<file path="src/rtl/fma_sc_pkg.sv">
package fma_sc_pkg;
  parameter int unsigned EXP_W  = 8;
  parameter int unsigned FRAC_W = 23;

  typedef enum logic [2:0] {
    CLS_ZERO, CLS_FIN, CLS_INF, CLS_QNAN, CLS_SNAN
  } opnd_cls_e;

  typedef enum logic [1:0] {
    RND_NE = 2'b00, RND_DN = 2'b01, RND_UP = 2'b10, RND_TZ = 2'b11
  } rnd_e;

  typedef struct packed {
    opnd_cls_e cls;
    logic      sgn;
  } opnd_info_t;
endpackage

</file>
<file path="src/rtl/fma_sc_classify.sv">
module fma_sc_classify
  import fma_sc_pkg::*;
#(
  parameter int unsigned EW = EXP_W,
  parameter int unsigned FW = FRAC_W,
  localparam int unsigned W = 1 + EW + FW
) (
  input  logic [W-1:0] word_i,
  output opnd_info_t   info_o
);
  logic [EW-1:0] exp_f;
  logic [FW-1:0] frac_f;

  assign exp_f  = word_i[W-2 -: EW];
  assign frac_f = word_i[FW-1:0];

  always_comb begin
    info_o.sgn = word_i[W-1];
    if (exp_f == '0)
      info_o.cls = (frac_f == '0) ? CLS_ZERO : CLS_FIN;  // subnormals count as finite
    else if (exp_f != '1)
      info_o.cls = CLS_FIN;
    else if (frac_f == '0)
      info_o.cls = CLS_INF;
    else
      info_o.cls = frac_f[FW-1] ? CLS_QNAN : CLS_SNAN;
  end
endmodule

</file>
<file path="src/rtl/fma_sc_resolve.sv">
module fma_sc_resolve
  import fma_sc_pkg::*;
#(
  parameter int unsigned EW = EXP_W,
  parameter int unsigned FW = FRAC_W,
  localparam int unsigned W = 1 + EW + FW
) (
  input  logic [W-1:0] x_i,
  input  logic [W-1:0] y_i,
  input  logic [W-1:0] z_i,
  input  opnd_info_t   xi_i,
  input  opnd_info_t   yi_i,
  input  opnd_info_t   zi_i,
  input  logic [1:0]   op_i,
  input  logic [1:0]   rnd_i,
  input  logic         cancel_i,
  output logic         bypass_o,
  output logic [W-1:0] result_o,
  output logic         invalid_o
);
  localparam logic [W-1:0] INDEF = {1'b1, {EW{1'b1}}, 1'b1, {(FW-1){1'b0}}};
  localparam logic [W-1:0] QBIT  = {{(W-FW){1'b0}}, 1'b1, {(FW-1){1'b0}}};

  logic x_nan, y_nan, z_nan, any_snan;
  logic p_sgn, z_sgn, down;
  logic p_zero, p_inf, p_bad, z_zero, z_inf, z_fin;

  assign x_nan    = xi_i.cls inside {CLS_QNAN, CLS_SNAN};
  assign y_nan    = yi_i.cls inside {CLS_QNAN, CLS_SNAN};
  assign z_nan    = zi_i.cls inside {CLS_QNAN, CLS_SNAN};
  assign any_snan = (xi_i.cls == CLS_SNAN) || (yi_i.cls == CLS_SNAN) || (zi_i.cls == CLS_SNAN);

  assign p_sgn  = xi_i.sgn ^ yi_i.sgn ^ op_i[1];
  assign z_sgn  = zi_i.sgn ^ op_i[0];
  assign down   = (rnd_e'(rnd_i) == RND_DN);

  assign p_zero = (xi_i.cls == CLS_ZERO) || (yi_i.cls == CLS_ZERO);
  assign p_inf  = (xi_i.cls == CLS_INF)  || (yi_i.cls == CLS_INF);
  assign p_bad  = p_zero && p_inf;
  assign z_zero = (zi_i.cls == CLS_ZERO);
  assign z_inf  = (zi_i.cls == CLS_INF);
  assign z_fin  = (zi_i.cls == CLS_FIN);

  always_comb begin
    bypass_o  = 1'b1;
    invalid_o = 1'b0;
    result_o  = '0;
    if (x_nan || y_nan || z_nan) begin
      invalid_o = any_snan;
      if (x_nan)      result_o = x_i | QBIT;
      else if (y_nan) result_o = y_i | QBIT;
      else            result_o = z_i | QBIT;
    end else if (p_bad) begin
      invalid_o = 1'b1;
      result_o  = INDEF;
    end else if (p_inf) begin
      if (z_inf && (z_sgn != p_sgn)) begin
        invalid_o = 1'b1;
        result_o  = INDEF;
      end else begin
        result_o = {p_sgn, {EW{1'b1}}, {FW{1'b0}}};
      end
    end else if (z_inf) begin
      result_o = {z_sgn, {EW{1'b1}}, {FW{1'b0}}};
    end else if (p_zero && z_zero) begin
      result_o = {(p_sgn == z_sgn) ? p_sgn : down, {(W-1){1'b0}}};
    end else if (p_zero && z_fin) begin
      result_o = {z_sgn, z_i[W-2:0]};
    end else if (z_fin && cancel_i) begin
      result_o = {down, {(W-1){1'b0}}};
    end else begin
      bypass_o = 1'b0;  // product finite, addend finite or zero: datapath owns it
    end
  end
endmodule

</file>
<file path="src/rtl/fma_special_resolver.sv">
module fma_special_resolver
  import fma_sc_pkg::*;
#(
  parameter int unsigned EW = EXP_W,
  parameter int unsigned FW = FRAC_W,
  localparam int unsigned W = 1 + EW + FW
) (
  input  logic         clk_i,
  input  logic         rst_ni,
  input  logic         valid_i,
  input  logic [W-1:0] x_i,
  input  logic [W-1:0] y_i,
  input  logic [W-1:0] z_i,
  input  logic [1:0]   op_i,
  input  logic [1:0]   rnd_i,
  input  logic         cancel_i,
  output logic         valid_o,
  output logic         bypass_o,
  output logic [W-1:0] result_o,
  output logic         invalid_o
);
  localparam int unsigned N_OPND = 3;

  logic [W-1:0] opnd   [N_OPND];
  opnd_info_t   info   [N_OPND];
  logic         byp_d, inv_d;
  logic [W-1:0] res_d;

  assign opnd[0] = x_i;
  assign opnd[1] = y_i;
  assign opnd[2] = z_i;

  for (genvar g = 0; g < N_OPND; g++) begin : g_cls
    fma_sc_classify #(.EW(EW), .FW(FW)) u_cls (
      .word_i (opnd[g]),
      .info_o (info[g])
    );
  end

  fma_sc_resolve #(.EW(EW), .FW(FW)) u_res (
    .x_i      (x_i),
    .y_i      (y_i),
    .z_i      (z_i),
    .xi_i     (info[0]),
    .yi_i     (info[1]),
    .zi_i     (info[2]),
    .op_i     (op_i),
    .rnd_i    (rnd_i),
    .cancel_i (cancel_i),
    .bypass_o (byp_d),
    .result_o (res_d),
    .invalid_o(inv_d)
  );

  always_ff @(posedge clk_i or negedge rst_ni) begin
    if (!rst_ni) begin
      valid_o   <= 1'b0;
      bypass_o  <= 1'b0;
      result_o  <= '0;
      invalid_o <= 1'b0;
    end else begin
      valid_o <= valid_i;
      if (valid_i) begin
        bypass_o  <= byp_d;
        result_o  <= res_d;
        invalid_o <= inv_d;
      end
    end
  end

  p_strobe_r10: assert property (@(posedge clk_i) disable iff (!rst_ni)
    valid_i |=> valid_o);
  p_idle_r10: assert property (@(posedge clk_i) disable iff (!rst_ni)
    !valid_i |=> (!valid_o && $stable(result_o) && $stable(bypass_o) && $stable(invalid_o)));
  p_invalid_quiet_r3: assert property (@(posedge clk_i) disable iff (!rst_ni)
    (valid_o && invalid_o) |-> (bypass_o && result_o[W-2 -: EW] == '1 && result_o[FW-1]));
  p_no_bypass_r9: assert property (@(posedge clk_i) disable iff (!rst_ni)
    (valid_o && !bypass_o) |-> (result_o == '0 && !invalid_o));
  p_zeroinf_r5: assert property (@(posedge clk_i) disable iff (!rst_ni)
    (valid_i && info[0].cls == CLS_ZERO && info[1].cls == CLS_INF && info[2].cls inside {CLS_ZERO, CLS_FIN, CLS_INF})
    |=> (invalid_o && result_o == {1'b1, {EW{1'b1}}, 1'b1, {(FW-1){1'b0}}}));
endmodule

</file>
<file path="config.mk">
export PLATFORM = sky130hd
export DESIGN_NAME = fma_special_resolver
export DESIGN_NICKNAME = d
export VERILOG_FILES = /design/src/rtl/fma_sc_pkg.sv /design/src/rtl/fma_sc_classify.sv /design/src/rtl/fma_sc_resolve.sv /design/src/rtl/fma_special_resolver.sv
export SDC_FILE = /design/constraint.sdc
export NUM_CORES = 1
export LEC_CHECK = 0
export BUFFER_PORTS_ARGS = -buffer_cell sky130_fd_sc_hd__buf_2
export CORE_ASPECT_RATIO = 1.4
export CORE_MARGIN = 2
export CORE_UTILIZATION = 35
export CTS_BUF_LIST = sky130_fd_sc_hd__clkbuf_16
export CTS_CLUSTER_DIAMETER = 120
export DETAILED_ROUTE_END_ITERATION = 16
export PLACE_DENSITY_LB_ADDON = 0.2
export SYNTH_ARGS = -nofsm -noshare
export SYNTH_HDL_FRONTEND = slang
export SYNTH_HIERARCHICAL = 1
export SYNTH_SLANG_ARGS = --single-unit
</file>
<file path="constraint.sdc">
create_clock -name clk_i -period 0.8 [get_ports clk_i]
set_input_delay 0.04 -clock clk_i [delete_from_list [all_inputs] [get_ports clk_i]]
set_output_delay 0.04 -clock clk_i [all_outputs]
set_load 0.02 [all_outputs]
</file>
==> impl_metrics.env, run 1 <==
export IMPL_final_common_cell="buf_2"
export IMPL_nets=629
export IMPL_core_area_um2=8247
export IMPL_path_buf_inv=3
export IMPL_synth_area_leaders="dfrtp_1, mux2_4, a22o_1, a21o_1, a221oi_2"
export IMPL_grt_setup_unrepaired="true"
export IMPL_grt_max_degree=36
export IMPL_fin_tns_setup_ps=-52020
export IMPL_critical_path_cell_chain="buf_2, nor4_4, nand4_1, buf_4, o31ai_4, buf_4, a22oi_1, a21oi_1, o21ai_2, and3_4, a21o_1, mux2_4"
export IMPL_cts_made_buffers=5
export IMPL_crit_path_frequent_cell="buf_4"
export IMPL_cp_required_ps=960
export IMPL_total_power_mw=4.749
export IMPL_fmax_mhz=426.2
export IMPL_p_leak_nw=2.744
export IMPL_outcome="complete, but fails checks"
export IMPL_synth_edf_count=0
export IMPL_drive_gt1_share_pct=66.73
export IMPL_dp_hpwl_um=8431
export IMPL_clk_pin_slew_ps=50
export IMPL_slowest_stage="o31ai_4"
export IMPL_seq_area_frac_synth_pct=29.23
export IMPL_p_per_area_nw_per_um2=887.0
export IMPL_syn_avg_cell_area_um2=10.48
export IMPL_critPathTopFamily="compound AO/OA/AOI/OAI gates"
export IMPL_grt_pass1_wl_um=17180
export IMPL_power_frac_clock_pct=38.7
export IMPL_synth_seq_cells=35
export IMPL_hold_viol_final=0
export IMPL_max_stage_delay_ps=320
export IMPL_r2r_setup_slack_ps=-100
export IMPL_cts_tree="built"
export IMPL_synth_ff_type="dfrtp_1"
export IMPL_clk_latency_ps=270
export IMPL_core_rowCount=39
export IMPL_sequentialPowerShare_pct=38.1
export IMPL_synthCells=286
export IMPL_syn_num_nets=390
export IMPL_first_iter_violations=103
export IMPL_die_area_um2=9328
export IMPL_initial_core_util_pct=36.34
export IMPL_drv_slew=0
export IMPL_synth_warnings=6
export IMPL_setup_violations=69
export IMPL_synth_top_area_share_pct=29.23
export IMPL_grt_pass1_vias=3658
export IMPL_cts_sinks=35
export IMPL_finalWorstSetupSlack_ps=-1546
export IMPL_yosys_cell_types_count=50
export IMPL_p_sw_mw=1.227
export IMPL_num_antenna_cells=0
export IMPL_final_core_util_pct=64.92
export IMPL_finClkSkew_ps=0
export IMPL_p_sw_share_pct=25.83
export IMPL_async_reset_ff_share_pct=100.0
export IMPL_dr_total_vias=3458
export IMPL_die_width_um=82.20
export IMPL_final_cell_mix="buf_2, buf_4, buf_6"
export IMPL_area_delta_synth_final_pct=78.66
export IMPL_worst_setup_path_end_kind="flip-flop"
export IMPL_cts_root_buf="clkbuf_16"
export IMPL_power_frac_comb_pct=23.2
export IMPL_htree_num_levels=2
export IMPL_wire_per_inst_um=18.38
export IMPL_antenna_found_initial=0
export IMPL_drc=0
export IMPL_slew_headroom_pct=76.82
export IMPL_max_slew_worst_pin_slew_ps=347.7
export IMPL_layout_min_cycle_time_ps=2346
export IMPL_ant_nets=0
export IMPL_overflow=0
export IMPL_synth_top_cell_by_area="dfrtp_1"
export IMPL_place_congestion=0.8730
export IMPL_wirelength_um=11540
export IMPL_ioPinCount=139
export IMPL_peakVddDrop_uv=908.0
export IMPL_via_per_inst=5.506
export IMPL_internal_power_mw=3.522
export IMPL_syn_area_um2=2997
export IMPL_cts_path_max_buffers=2
export IMPL_firstDrtPassIters=4
export IMPL_fin_crit_sh_pct=293.3
export IMPL_grt_usage_pct=23.87
export IMPL_die_h_um=113.5
export IMPL_hold_path_class="in2reg"
export IMPL_arrival_ps=2500
export IMPL_critPathLaunchType="input pin"
export IMPL_violations="negative setup slack"
export IMPL_critical_path_class="in2reg"
export IMPL_drv_cap=0
export IMPL_worst_path_max_fanout=11
export IMPL_portBuffers=138
[logic make-up after synthesis]
logic type      synth area share [%]
compound gates                 26.43
xor+xnor                       1.378
buf+inv                        5.846
flops                          29.23
mux                            16.91
simple gates                   20.21
[stage by stage]
stage | instance area [µm²] | std cells | worst slack [ps] | hold WS, ps
3_5_place_dp | 4517 | 603 | -1789 | 24.55
5_1_grt | 5354 | 628 | -1618 | 117.5
3_3_place_gp | 4517 | 603 | -1759 | 24.07
2_1_floorplan | 3082 | 286 | -1389 | -255.6
4_1_cts | 5243 | 623 | -1382 | 108.4
6_report | 5354 | 628 | -1546 | 113.6
[what timing repair did]
item / CTS / global route
hold buffers: 2 / 0
setup buffers: 9 / 4
gates cloned: 2 / 1
setup endpoints to repair: 69 / 69
pin swaps: 8 / 5
endpoints found under the hold margin: 36 / 0
gates resized for setup: 127 / 20
[path summary, 6_finish.rpt]
path,startpoint,end,cells after the start
setup reg to reg,result_o[18],result_o[18],2
hold reg to reg,result_o[11],result_o[11],1
setup / recovery,y_i[12],result_o[0],12
hold / removal,z_i[3],result_o[3],3
max in group asynchronous,rst_ni,result_o[7],3
min in group asynchronous,rst_ni,result_o[14],3
[Yosys cell counts (all sizes together), types with 2 or more instances]
cell type  number
clkbuf          5
nand4           4
nor3b           2
nor3            6
a221oi          8
o32a            3
o21ai           8
nand2b          4
o22ai          10
o21a            2
a21o           22
inv             5
o2111a          3
nor4           21
nand2          24
o31ai           5
nand3           7
and3            3
a22o           23
mux2           35
a21oi           2
buf            13
dfrtp          35
and4            6
nor2           18
[power by group through the flow]
stage	clock [mW]	sequential, mW	combinational (mW)
floorplan	0	1.86	0.270
global placement	0	1.84	0.975
detailed placement	0	1.84	0.984
CTS	1.88	1.81	1.09
global route	1.99	1.81	1.18
finish	1.84	1.81	1.10
[cell type report]
class	count	area, µm²
Clock buffer	5	125.1
Clock inverter	3	12.51
Fill cell	656	2893
Inverter	5	18.77
Multi-Input combinational cell	229	2246
Sequential cell	35	875.8
Tap cell	102	127.6
Timing Repair Buffer	249	1948
[sequential cells by signal, summed over array words and instances, names as in the netlist]
name	cells
result_o	32
valid_o	1
invalid_o	1
bypass_o	1
[tightest hold or removal path: cells and delay by family]
kind	cells	cell delay (ps)
compound gates	1	110
mux	1	130
buf+inv	1	80
[metal layers]
| metal | global-route usage [%] | part of all wire (%) | vias to the layer above |
|---|---|---|---|
| met5 | 0 | 0 | - |
| li1 | - | - | 1616 |
| met3 | 4.351 | 7.2 | 26 |
| met2 | 44.35 | 53 | 159 |
| met4 | 9.000 | 2.2 | 0 |
| met1 | 25.89 | 38 | 1657 |
No activity file was read; power rests on OpenSTA's default activity.
==> run 2, diff against run 1 <==
Settings changed: CORE_ASPECT_RATIO 1.4 to 1.2.
==> run 2 against run 1 <==
Compared with the run above:
- the run still ends with negative setup slack left
- die area about the same
- final cell count up 3.3%
- clock power increased by 22%
- critical path type unchanged
- sequential power about the same
- critical path depth grew 1
- largest power group unchanged
- sequential share of layout area fell by 0.072 points
- setup slack improved by 120 ps
- global-route usage up 0.87 points
- non-clock buffer count grew 4
==> impl_metrics.env, run 2 (synthesized netlist as in run 1, its figures left out) <==
export IMPL_ioPinCount=139
export IMPL_drv_slew=0
export IMPL_grt_pass1_wl_um=17880
export IMPL_clk_latency_ps=280
export IMPL_cts_path_max_buffers=2
export IMPL_first_iter_violations=97
export IMPL_wire_per_inst_um=17.63
export IMPL_area_delta_synth_final_pct=79.46
export IMPL_initial_core_util_pct=35.57
export IMPL_arrival_ps=2390
export IMPL_hold_path_class="in2reg"
export IMPL_drc=0
export IMPL_grt_pass1_vias=3638
export IMPL_cts_root_buf="clkbuf_16"
export IMPL_die_width_um=88.47
export IMPL_p_leak_nw=2.743
export IMPL_nets=635
export IMPL_peakVddDrop_uv=789.5
export IMPL_cts_sinks=35
export IMPL_reg2reg_to="result_o[11]"
export IMPL_max_slew_worst_pin_slew_ps=328.4
export IMPL_setup_violations=69
export IMPL_cts_made_buffers=5
export IMPL_cp_required_ps=970
export IMPL_reg2reg_depth=2
export IMPL_portBuffers=138
export IMPL_cts_tree="built"
export IMPL_ant_nets=0
export IMPL_via_per_inst=5.313
export IMPL_fin_tns_setup_ps=-49020
export IMPL_htree_num_levels=2
export IMPL_total_power_mw=5.147
export IMPL_layout_cells_non_filler=649
export IMPL_hold_viol_final=0
export IMPL_grt_use_met3_pct=3.446
export IMPL_crit_end="result_o[11]"
export IMPL_place_congestion=0.8596
export IMPL_fin_crit_sh_pct=277.8
export IMPL_cp_startpoint="y_i[2]"
export IMPL_met2_usage_pct=42.80
export IMPL_wirelength_um=11440
export IMPL_core_area_um2=8426
export IMPL_critical_path_class="in2reg"
export IMPL_dr_total_vias=3448
export IMPL_finalWorstSetupSlack_ps=-1422
export IMPL_drv_cap=0
export IMPL_rr_startpoint="result_o[11]"
export IMPL_overflow=0
export IMPL_die_area_um2=9321
export IMPL_outcome="complete, but fails checks"
export IMPL_finClkSkew_ps=0
export IMPL_violations="negative setup slack"
export IMPL_place_ws_ps=-1842
export IMPL_slew_headroom_pct=77.92
export IMPL_worst_hold_slack_ps=109.9
export IMPL_r2r_setup_slack_ps=-110
export IMPL_busiest_layer="met2"
export IMPL_final_cell_mix="buf_4, buf_2, buf_6"
export IMPL_final_cell_area_um2=5378
export IMPL_die_h_um=105.4
export IMPL_worst_path_max_fanout=5
export IMPL_largest_register="result_o"
export IMPL_fillers=714
export IMPL_fmax_mhz=450.0
export IMPL_layout_min_cycle_time_ps=2222
export IMPL_final_core_util_pct=63.83
export IMPL_core_rowCount=37
export IMPL_placedCellCount=619
export IMPL_antenna_found_initial=0
export IMPL_p_per_area_nw_per_um2=957.1
export IMPL_grt_setup_unrepaired="true"
export IMPL_firstDrtPassIters=4
export IMPL_largest_register_ffs=32
export IMPL_drive_gt1_share_pct=66.92
export IMPL_grt_max_degree=36
export IMPL_grt_usage_pct=24.75
export IMPL_dp_hpwl_um=8381
export IMPL_clk_pin_slew_ps=60
export IMPL_grtUsageMet1_pct=30.30
export IMPL_placed_cell_area_um2=4556
export IMPL_num_antenna_cells=0
export IMPL_critPathLaunchType="input pin"
export IMPL_worst_setup_path_end_kind="flip-flop"
==> run 2: layout make-up <==
| cell class | instances | area [µm²] | share of cell area [%] |
|---|---|---|---|
| Multi-Input combinational cell | 231 | 2236 | 41.58 |
| Timing Repair Buffer | 253 | 1932 | 35.92 |
| Sequential cell | 35 | 875.8 | 16.29 |
| Tap cell | 117 | 146.4 | 2.722 |
| Clock buffer | 5 | 125.1 | 2.327 |
| Clock inverter | 3 | 43.79 | 0.8143 |
| Inverter | 5 | 18.77 | 0.3490 |
==> run 2: worst max-delay path, stage by stage <==
cell	delay, ps
buf_8	100
nor4_4	300
nand4_1	190
buf_4	190
o31ai_4	270
buf_6	150
buf_6	100
nand2_4	50
o21a_4	230
buf_6	130
and3_4	210
a21o_1	180
mux2_4	250
==> run 2: worst min-delay path by stage <==
stage          startpoint            to  slack (ps)  cells past startpoint
2_1_floorplan      rst_ni      bypass_o        -260                      0
3_3_place_gp       rst_ni  result_o[14]          20                      2
3_5_place_dp       rst_ni  result_o[14]          20                      2
4_1_cts            z_i[4]   result_o[4]         100                      3
5_1_grt            z_i[4]   result_o[4]         120                      3
6_report           z_i[4]   result_o[4]         110                      3
==> run 2: per-layer routing <==
metal	part of all wire [%]	up-vias
met2	50	142
met1	42	1656
met5	0	-
met4	2.2	0
li1	-	1634
met3	6.0	16
==> run 2: timing repair <==
item,CTS,global route
pin swaps,13,14
gates resized for setup,117,12
setup buffers,14,3
endpoints found under the setup margin,69,69
cloned,3,1
endpoints found under the hold margin,35,0
hold buffers,1,0
==> run 2: where the power goes <==
| group | internal (mW) | leakage, nW | switching [mW] |
|---|---|---|---|
| Clock | 1.47 | 0.0838 | 0.783 |
| Sequential | 1.79 | 0.483 | 0.0161 |
| Combinational | 0.585 | 2.18 | 0.501 |
